## src/rtl/f2h_pkg.sv

```systemverilog
package f2h_pkg;
  typedef enum logic [2:0] {
    RM_NEAR_EVEN = 3'd0,
    RM_TO_ZERO   = 3'd1,
    RM_UP        = 3'd2,
    RM_DOWN      = 3'd3,
    RM_NEAR_AWAY = 3'd4
  } rmode_e;

  typedef struct packed {
    logic nx;
    logic of;
    logic uf;
    logic nv;
  } fflags_t;
endpackage

```

## src/rtl/f2h_align.sv

```systemverilog
// Rebias and right-align the significand; extract L/R/G/S for rounding.
module f2h_align #(
  parameter int SE = 8,
  parameter int SM = 23,
  parameter int DE = 5,
  parameter int DM = 10
) (
  input  logic [SE-1:0]    exp_i,
  input  logic [SM-1:0]    man_i,
  output logic [DE+DM-1:0] pre_o,
  output logic             lsb_o,
  output logic             r_o,
  output logic             g_o,
  output logic             s_o,
  output logic             tiny_o,
  output logic             huge_o
);
  localparam int SBIAS = (1 << (SE-1)) - 1;
  localparam int DBIAS = (1 << (DE-1)) - 1;
  localparam int SIGW  = SM + 1;
  localparam int DROP  = SM - DM;
  localparam int PAD   = SIGW + 2;
  localparam int EW    = SE + 2;
  localparam int EMAXD = (1 << DE) - 1;
  localparam logic signed [EW-1:0] OFFS  = EW'(DBIAS - SBIAS);
  localparam logic signed [EW-1:0] ONE   = EW'(1);
  localparam logic signed [EW-1:0] DROPS = EW'(DROP);
  localparam logic signed [EW-1:0] PADS  = EW'(PAD);
  localparam logic signed [EW-1:0] TOPS  = EW'(EMAXD);

  logic [SIGW-1:0]        sig;
  logic [SE-1:0]          exp_eff;
  logic signed [EW-1:0]   ee;
  logic signed [EW-1:0]   sh;
  logic [DM+PAD-1:0]      win;

  always_comb begin
    sig     = {|exp_i, man_i};
    exp_eff = (|exp_i) ? exp_i : SE'(1);
    ee      = $signed({2'b00, exp_eff}) + OFFS;
    // normal results drop a fixed tail; subnormals shift further right
    if (ee >= ONE) sh = DROPS;
    else           sh = DROPS + ONE - ee;
    if (sh > PADS) sh = PADS;
    win    = (DM+PAD)'({sig, {PAD{1'b0}}} >> sh);
    r_o    = win[PAD-1];
    g_o    = win[PAD-2];
    s_o    = |win[PAD-3:0];
    lsb_o  = win[PAD];
    tiny_o = (ee < ONE);
    huge_o = (ee >= TOPS);
    pre_o  = {(tiny_o ? {DE{1'b0}} : ee[DE-1:0]), win[DM+PAD-1:PAD]};
  end
endmodule

```

## src/rtl/f2h_round_dec.sv

```systemverilog
// Round-up decision for the five rounding modes.
module f2h_round_dec
  import f2h_pkg::*;
(
  input  rmode_e mode_i,
  input  logic   neg_i,
  input  logic   lsb_i,
  input  logic   r_i,
  input  logic   g_i,
  input  logic   s_i,
  output logic   up_o
);
  logic tail;

  always_comb begin
    tail = r_i | g_i | s_i;
    case (mode_i)
      RM_TO_ZERO:   up_o = 1'b0;
      RM_UP:        up_o = ~neg_i & tail;
      RM_DOWN:      up_o = neg_i & tail;
      RM_NEAR_AWAY: up_o = r_i;
      default:      up_o = ({lsb_i, r_i, g_i, s_i} == 4'b0101) |
                           ({lsb_i, r_i, g_i} == 3'b011) |
                           ({lsb_i, r_i} == 2'b11);
    endcase
  end
endmodule

```

## src/rtl/f2h_core.sv

```systemverilog
// Combinational narrowing datapath: specials, rounding add, flags.
module f2h_core
  import f2h_pkg::*;
#(
  parameter int SE = 8,
  parameter int SM = 23,
  parameter int DE = 5,
  parameter int DM = 10
) (
  input  logic [SE+SM:0]   a_i,
  input  rmode_e           mode_i,
  output logic [DE+DM:0]   res_o,
  output fflags_t          flg_o
);
  localparam int FW = DE + DM;

  logic          sgn;
  logic [SE-1:0] ex;
  logic [SM-1:0] mn;
  logic [FW-1:0] pre;
  logic [FW-1:0] sum;
  logic          lsb, rb, gb, sb, tiny, huge, up, ovf, inx;

  assign sgn = a_i[SE+SM];
  assign ex  = a_i[SE+SM-1:SM];
  assign mn  = a_i[SM-1:0];

  f2h_align #(.SE(SE), .SM(SM), .DE(DE), .DM(DM)) u_align (
    .exp_i (ex),
    .man_i (mn),
    .pre_o (pre),
    .lsb_o (lsb),
    .r_o   (rb),
    .g_o   (gb),
    .s_o   (sb),
    .tiny_o(tiny),
    .huge_o(huge)
  );

  f2h_round_dec u_rdec (
    .mode_i(mode_i),
    .neg_i (sgn),
    .lsb_i (lsb),
    .r_i   (rb),
    .g_i   (gb),
    .s_i   (sb),
    .up_o  (up)
  );

  always_comb begin
    sum   = pre + FW'(up);
    inx   = rb | gb | sb;
    ovf   = huge | (&sum[FW-1:DM]);
    res_o = {sgn, sum};
    flg_o = '{nx: inx | ovf, of: ovf, uf: tiny & inx, nv: 1'b0};
    if (ovf) res_o = {sgn, {DE{1'b1}}, {DM{1'b0}}};
    if (&ex) begin
      flg_o = '0;
      if (|mn) begin
        res_o    = {sgn, {DE{1'b1}}, 1'b1, {(DM-1){1'b0}}};
        flg_o.nv = ~mn[SM-1];
      end else begin
        res_o = {sgn, {DE{1'b1}}, {DM{1'b0}}};
      end
    end
  end
endmodule

```

## src/rtl/fp32_to_fp16_cvt.sv

```systemverilog
// Registered binary32 -> binary16 converter with a rounding-mode register.
module fp32_to_fp16_cvt
  import f2h_pkg::*;
(
  input  logic        clk,
  input  logic        rst_n,
  input  logic        mode_wr,
  input  logic [2:0]  mode_in,
  input  logic        in_valid,
  input  logic [31:0] in_data,
  output logic        out_valid,
  output logic [15:0] out_data,
  output logic        flag_inexact,
  output logic        flag_overflow,
  output logic        flag_underflow,
  output logic        flag_invalid
);
  logic [2:0]  mode_q, mode_d;
  logic        vld_q;
  logic [15:0] res_q, res_d, core_res;
  fflags_t     flg_q, flg_d, core_flg;

  f2h_core #(.SE(8), .SM(23), .DE(5), .DM(10)) u_core (
    .a_i   (in_data),
    .mode_i(rmode_e'(mode_q)),
    .res_o (core_res),
    .flg_o (core_flg)
  );

  always_comb begin
    mode_d = mode_wr  ? mode_in  : mode_q;
    res_d  = in_valid ? core_res : res_q;
    flg_d  = in_valid ? core_flg : flg_q;
  end

  always_ff @(posedge clk or negedge rst_n) begin
    if (!rst_n) begin
      mode_q <= 3'(RM_NEAR_EVEN);
      vld_q  <= 1'b0;
      res_q  <= '0;
      flg_q  <= '0;
    end else begin
      mode_q <= mode_d;
      vld_q  <= in_valid;
      res_q  <= res_d;
      flg_q  <= flg_d;
    end
  end

  assign out_valid      = vld_q;
  assign out_data       = res_q;
  assign flag_inexact   = flg_q.nx;
  assign flag_overflow  = flg_q.of;
  assign flag_underflow = flg_q.uf;
  assign flag_invalid   = flg_q.nv;

  p_valid_follow_r1: assert property (@(posedge clk) disable iff (!rst_n)
    in_valid |=> out_valid);
  p_valid_drop_r1: assert property (@(posedge clk) disable iff (!rst_n)
    !in_valid |=> !out_valid);
  p_hold_r1: assert property (@(posedge clk) disable iff (!rst_n)
    !in_valid |=> ($stable(out_data) && $stable(flg_q)));
  p_sign_r10: assert property (@(posedge clk) disable iff (!rst_n)
    in_valid |=> (out_data[15] == $past(in_data[31])));
  p_nan_quiet_r9: assert property (@(posedge clk) disable iff (!rst_n)
    (in_valid && (in_data[30:23] == 8'hFF) && (|in_data[22:0])) |=>
    ((out_data[14:0] == 15'h7E00) && (flag_invalid == !$past(in_data[22]))));
  p_no_invalid_finite_r9: assert property (@(posedge clk) disable iff (!rst_n)
    (out_valid && flag_invalid) |-> (out_data[14:9] == 6'h3F));
  p_inf_on_overflow_r7: assert property (@(posedge clk) disable iff (!rst_n)
    (out_valid && flag_overflow) |-> ((out_data[14:0] == 15'h7C00) && flag_inexact));
  p_underflow_tiny_r8: assert property (@(posedge clk) disable iff (!rst_n)
    (out_valid && flag_underflow) |-> (flag_inexact && (out_data[14:10] <= 5'd1)));
  p_rtz_bounded_r5: assert property (@(posedge clk) disable iff (!rst_n)
    (in_valid && (mode_q == 3'(RM_TO_ZERO)) && (in_data[30:23] < 8'd143)) |=>
    (out_data[14:10] != 5'h1F));
endmodule

```

## config.mk

```make
export PLATFORM = sky130hd
export DESIGN_NAME = fp32_to_fp16_cvt
export DESIGN_NICKNAME = d
export VERILOG_FILES = /design/src/rtl/f2h_pkg.sv /design/src/rtl/f2h_align.sv /design/src/rtl/f2h_round_dec.sv /design/src/rtl/f2h_core.sv /design/src/rtl/fp32_to_fp16_cvt.sv
export SDC_FILE = /design/constraint.sdc
export NUM_CORES = 1
export LEC_CHECK = 0
export ABC_AREA = 1
export ABC_CLOCK_PERIOD_IN_PS = 2300
export BUFFER_PORTS_ARGS = -buffer_cell sky130_fd_sc_hd__buf_4
export CORE_MARGIN = 10
export CORE_UTILIZATION = 45
export CTS_CLUSTER_SIZE = 10
export DETAILED_ROUTE_END_ITERATION = 8
export PLACE_DENSITY_LB_ADDON = 0.08
export RECOVER_POWER = 100
export SLEW_MARGIN = 20
export SYNTH_ARGS = -nofsm -noshare
export SYNTH_HDL_FRONTEND = slang
export SYNTH_HIERARCHICAL = 1
export SYNTH_SLANG_ARGS = --single-unit
```

## constraint.sdc

```tcl
create_clock -name clk -period 2.3 [get_ports clk]
set_input_delay 0 -clock clk [delete_from_list [all_inputs] [get_ports clk]]
set_output_delay 0 -clock clk [all_outputs]
set_load 0.05 [all_outputs]
```

==> results.tsv <==
stage	metric	value	unit
place	gp_congestion	0.969	
power_and_ir_drop	ir_worst_vdd	0.000386	V
routing	drcViolationCount	0	
outcome	status	complete, but fails checks	
hold_path	hold_class	primary input to flip-flop	
die	die_height	116	microns
worst_setup_path	crit_type	primary input to flip-flop	
synthesis	yosysMostFrequentCell	nand2_1	
clock_network	root_buffer	clkbuf_8	
synthesis	async_reset_ff_frac	1.00	
synthesis	avgSynthCellArea	5.27	sq um
hold_path	hold_start	mode_wr	
synthesis	synth.net_count	837	
worst_setup_path	crit_family	simple AND/OR/NAND/NOR gates	
worst_setup_path	slowest_stage	nor2_1	
die	core-area	9110	sq um
timing	setup_violations	18	
worst_setup_path	endpoint_kind	flip-flop	
place	place_hpwl	12200	microns
die	core.rowCount	35	
routing	post_drt_wl_per_cell	16.9	microns
place	pre_cts_slack	-2.67	ns
routing	drt_first_pass_iters	5	
synthesis	ys_warn_count	6	
die	die_x	116	microns
synthesis	synth_edf_count	0	
worst_setup_path	critPathArrivalTime	4.89	ns
timing	skew	0.00191	ns
layout	final_area	7360	sq um
place	port_buffers	59	
clock_network	clk_pin_slew	0.08	ns
clock_network	cts.path.max_buffers	2	
global_route	grt-ovfl-total	0	
worst_setup_path	r2r-start	mode_q[1]$_DFFE_PN0P_	
power_and_ir_drop	p_per_area	574	nW/um^2
layout	post-route-util	0.808	
power_and_ir_drop	p_int	2.04	mW
synthesis	synth_top_area_cell	nand2_1	
global_route	grt_max_degree	25	
power_and_ir_drop	comb_power_share	0.812	
die	dieArea	13500	sq um
synthesis	yosys_register_bits	24	
place	place_area	5840	sq um
timing	fin_hold_ws	0.0390	ns
routing	routed-wl-met3	1370	microns
routing	met2_length	9190	microns
worst_setup_path	worstPathRequired	2.51	ns
synthesis	synthTopCellsByArea	nand2_1, nand3_1, dfrtp_1	
timing	maxSlewViolCount	0	
worst_setup_path	cp_slowest_stage_delay	0.21	ns
die	io_pins	60	
power_and_ir_drop	leakage	3.89	nW
synthesis	ys_types	42	
clock_network	htreeDepth	1	
timing	worst_slew_pin_slew	1.27	ns
place	dp_cells	1052	
routing	top_layer_used	met4	
timing	finalSetupTns	-41.18	ns
clock_network	cts_made_buffers	3	
routing	num_vias	6296	
outcome	violations	setup timing	
timing	fin_ws	-2.38	ns
clock_network	cts_tree	built	
synthesis	synth_commonest_cells	nand2_1, nand3_1, inv_1, nor2_1, dfrtp_1	
global_route	grt_pass1_wl	26500	microns
synthesis	synth_top_area_frac	0.308	
clock_network	clk_latency	0.26	ns
global_route	grt_pass1_vias	5638	
worst_setup_path	worstSetupStartpointType	primary input	
power_and_ir_drop	clkPwrFrac	0.067	
layout	drive_gt1_frac	0.476	
worst_setup_path	cp_num_buf_inv	11	
power_and_ir_drop	fin_total_pwr	4.23	mW
worst_setup_path	path_max_fanout	10	
worst_setup_path	startpoint	in_data[27]	
layout	instances_no_fill	1106	
synthesis	synth_ff_type	dfrtp_1	
worst_setup_path	cp.depth	41	
power_and_ir_drop	power.switching	2.18	mW
flow_run	maxCapViolations	0	
routing	via_per_inst	5.69	
synthesis	synth_cells	790	
layout	syn_to_final_growth	76.6	%
routing	drt-met1-wl	7460	microns
timing	fmax	0.214	GHz
die	start_util	0.457	
power_and_ir_drop	power_frac_seq	0.121	
routing	antenna_left	0	
timing	fin_crit_sh	2.04	
timing	rsz0062_at_grt	yes	
routing	routed_wl	18600	microns
clock_network	clock_sinks	24	
synthesis	yosysSeqAreaShare	0.144	
layout	fin_nets	1043	
timing	relSlewSlack	0.151	
routing	drtIter0Drc	675	
timing	finalHoldViolations	0	
timing	min_period	4.68	ns
global_route	track_usage	0.237	
power_and_ir_drop	p_sw_frac	0.516	
layout	diodes	0	
worst_setup_path	crit_top_cell	buf_4	
hold_path	hold_depth	4	
global_route	antenna_found_initial	0	
worst_setup_path	reg2reg_depth	19	
synthesis	syn-cell-area	4170	sq um
==> sequential cells by signal, summed over array words and instances, names as in the netlist <==
register        flops
out_data           16
flag_inexact        1
flag_underflow      1
mode_q              3
out_valid           1
flag_overflow       1
flag_invalid        1
==> cell usage in the layout (no fill, tap or decap), types with 8 or more instances in the layout <==
| cell type | Yosys | layout |
|---|---|---|
| inv_2 | 11 | 15 |
| a21oi_1 | 11 | 8 |
| nor2_2 | 6 | 13 |
| o21ai_0 | 10 | 8 |
| dfrtp_1 | 24 | 24 |
| nor2_4 | 4 | 16 |
| nand2_1 | 342 | 260 |
| buf_12 | 0 | 9 |
| inv_1 | 64 | 57 |
| nand2_2 | 8 | 66 |
| nor2_1 | 63 | 44 |
| nand3_2 | 4 | 64 |
| nand3_1 | 140 | 66 |
| nand4_1 | 12 | 12 |
| buf_6 | 6 | 9 |
| buf_4 | 11 | 198 |
| nand2_4 | 3 | 23 |
| nand3_4 | 2 | 17 |
| dlygate4sd3_1 | 0 | 9 |
==> repair_timing <==
action | 4_1_cts | 5_1_grt
cloned | 7 | 5
gates resized for setup | 81 | 155
pin swaps | 25 | 73
hold endpoints to repair | 29 | 0
hold buffers | 9 | 0
setup endpoints to repair | 18 | 18
setup buffers | 16 | 14
==> layer usage <==
layer / track usage / vias to the layer above
li1: - / 2935
met1: 0.311 / 2928
met2: 0.405 / 361
met3: 0.0303 / 72
met4: 0.0525 / 0
met5: 0 / -
==> path summary, 6_finish.rpt <==
kind / endpoint / slack, ns
hold / removal: mode_q[0]$_DFFE_PN0P_ / 0.04
min in group asynchronous: mode_q[1]$_DFFE_PN0P_ / 0.55
hold reg to reg: out_data[2]$_DFFE_PN0P_ / 0.48
setup / recovery: out_data[10]$_DFFE_PN0P_ / -2.38
setup reg to reg: out_data[10]$_DFFE_PN0P_ / -0.22
max in group asynchronous: out_data[12]$_DFFE_PN0P_ / 1.00
==> power by group through the flow <==
| stage | Clock [mW] | Sequential, mW | Combinational, mW |
|---|---|---|---|
| finish | 0.284 | 0.512 | 3.43 |
| CTS | 0.296 | 0.511 | 2.89 |
| global placement | 0 | 0.517 | 2.51 |
| floorplan | 0 | 0.697 | 1.48 |
| detailed placement | 0 | 0.518 | 2.54 |
| global route | 0.315 | 0.520 | 3.67 |
==> cells by family after synthesis <==
family / count (synthesis) / synth area share
buf+inv: 115 / 0.129
fa+ha+maj: 8 / 0.0240
compound gates: 38 / 0.0535
simple gates: 596 / 0.631
xor+xnor: 9 / 0.0189
flops: 24 / 0.144
==> layout make-up <==
cell class	count	area, sq um
multi-input combinational	652	4140
tap	111	139
clock buffer	4	55.1
sequential	24	601
timing repair inverter	4	37.5
fill	645	1750
timing repair buffer	233	2030
inverter	78	348
==> worst register-to-register path, stage by stage (launching register included) <==
cell and delay (ns):
dfrtp_1 0.39, inv_1 0.09, nor2_4 0.08, nand3_2 0.07, or2_1 0.25, nand2_2 0.09, ha_4 0.15, ha_4 0.17
nand2_4 0.06, nor2_4 0.18, nand3_1 0.11, nand2_1 0.10, nand2_2 0.08, nor2_4 0.13, nand3_4 0.14, nand3_4 0.15
inv_4 0.06, nand2_2 0.07, nand2_2 0.06, nand2_2 0.06
Note: power is estimated with default switching activity, not from simulation.
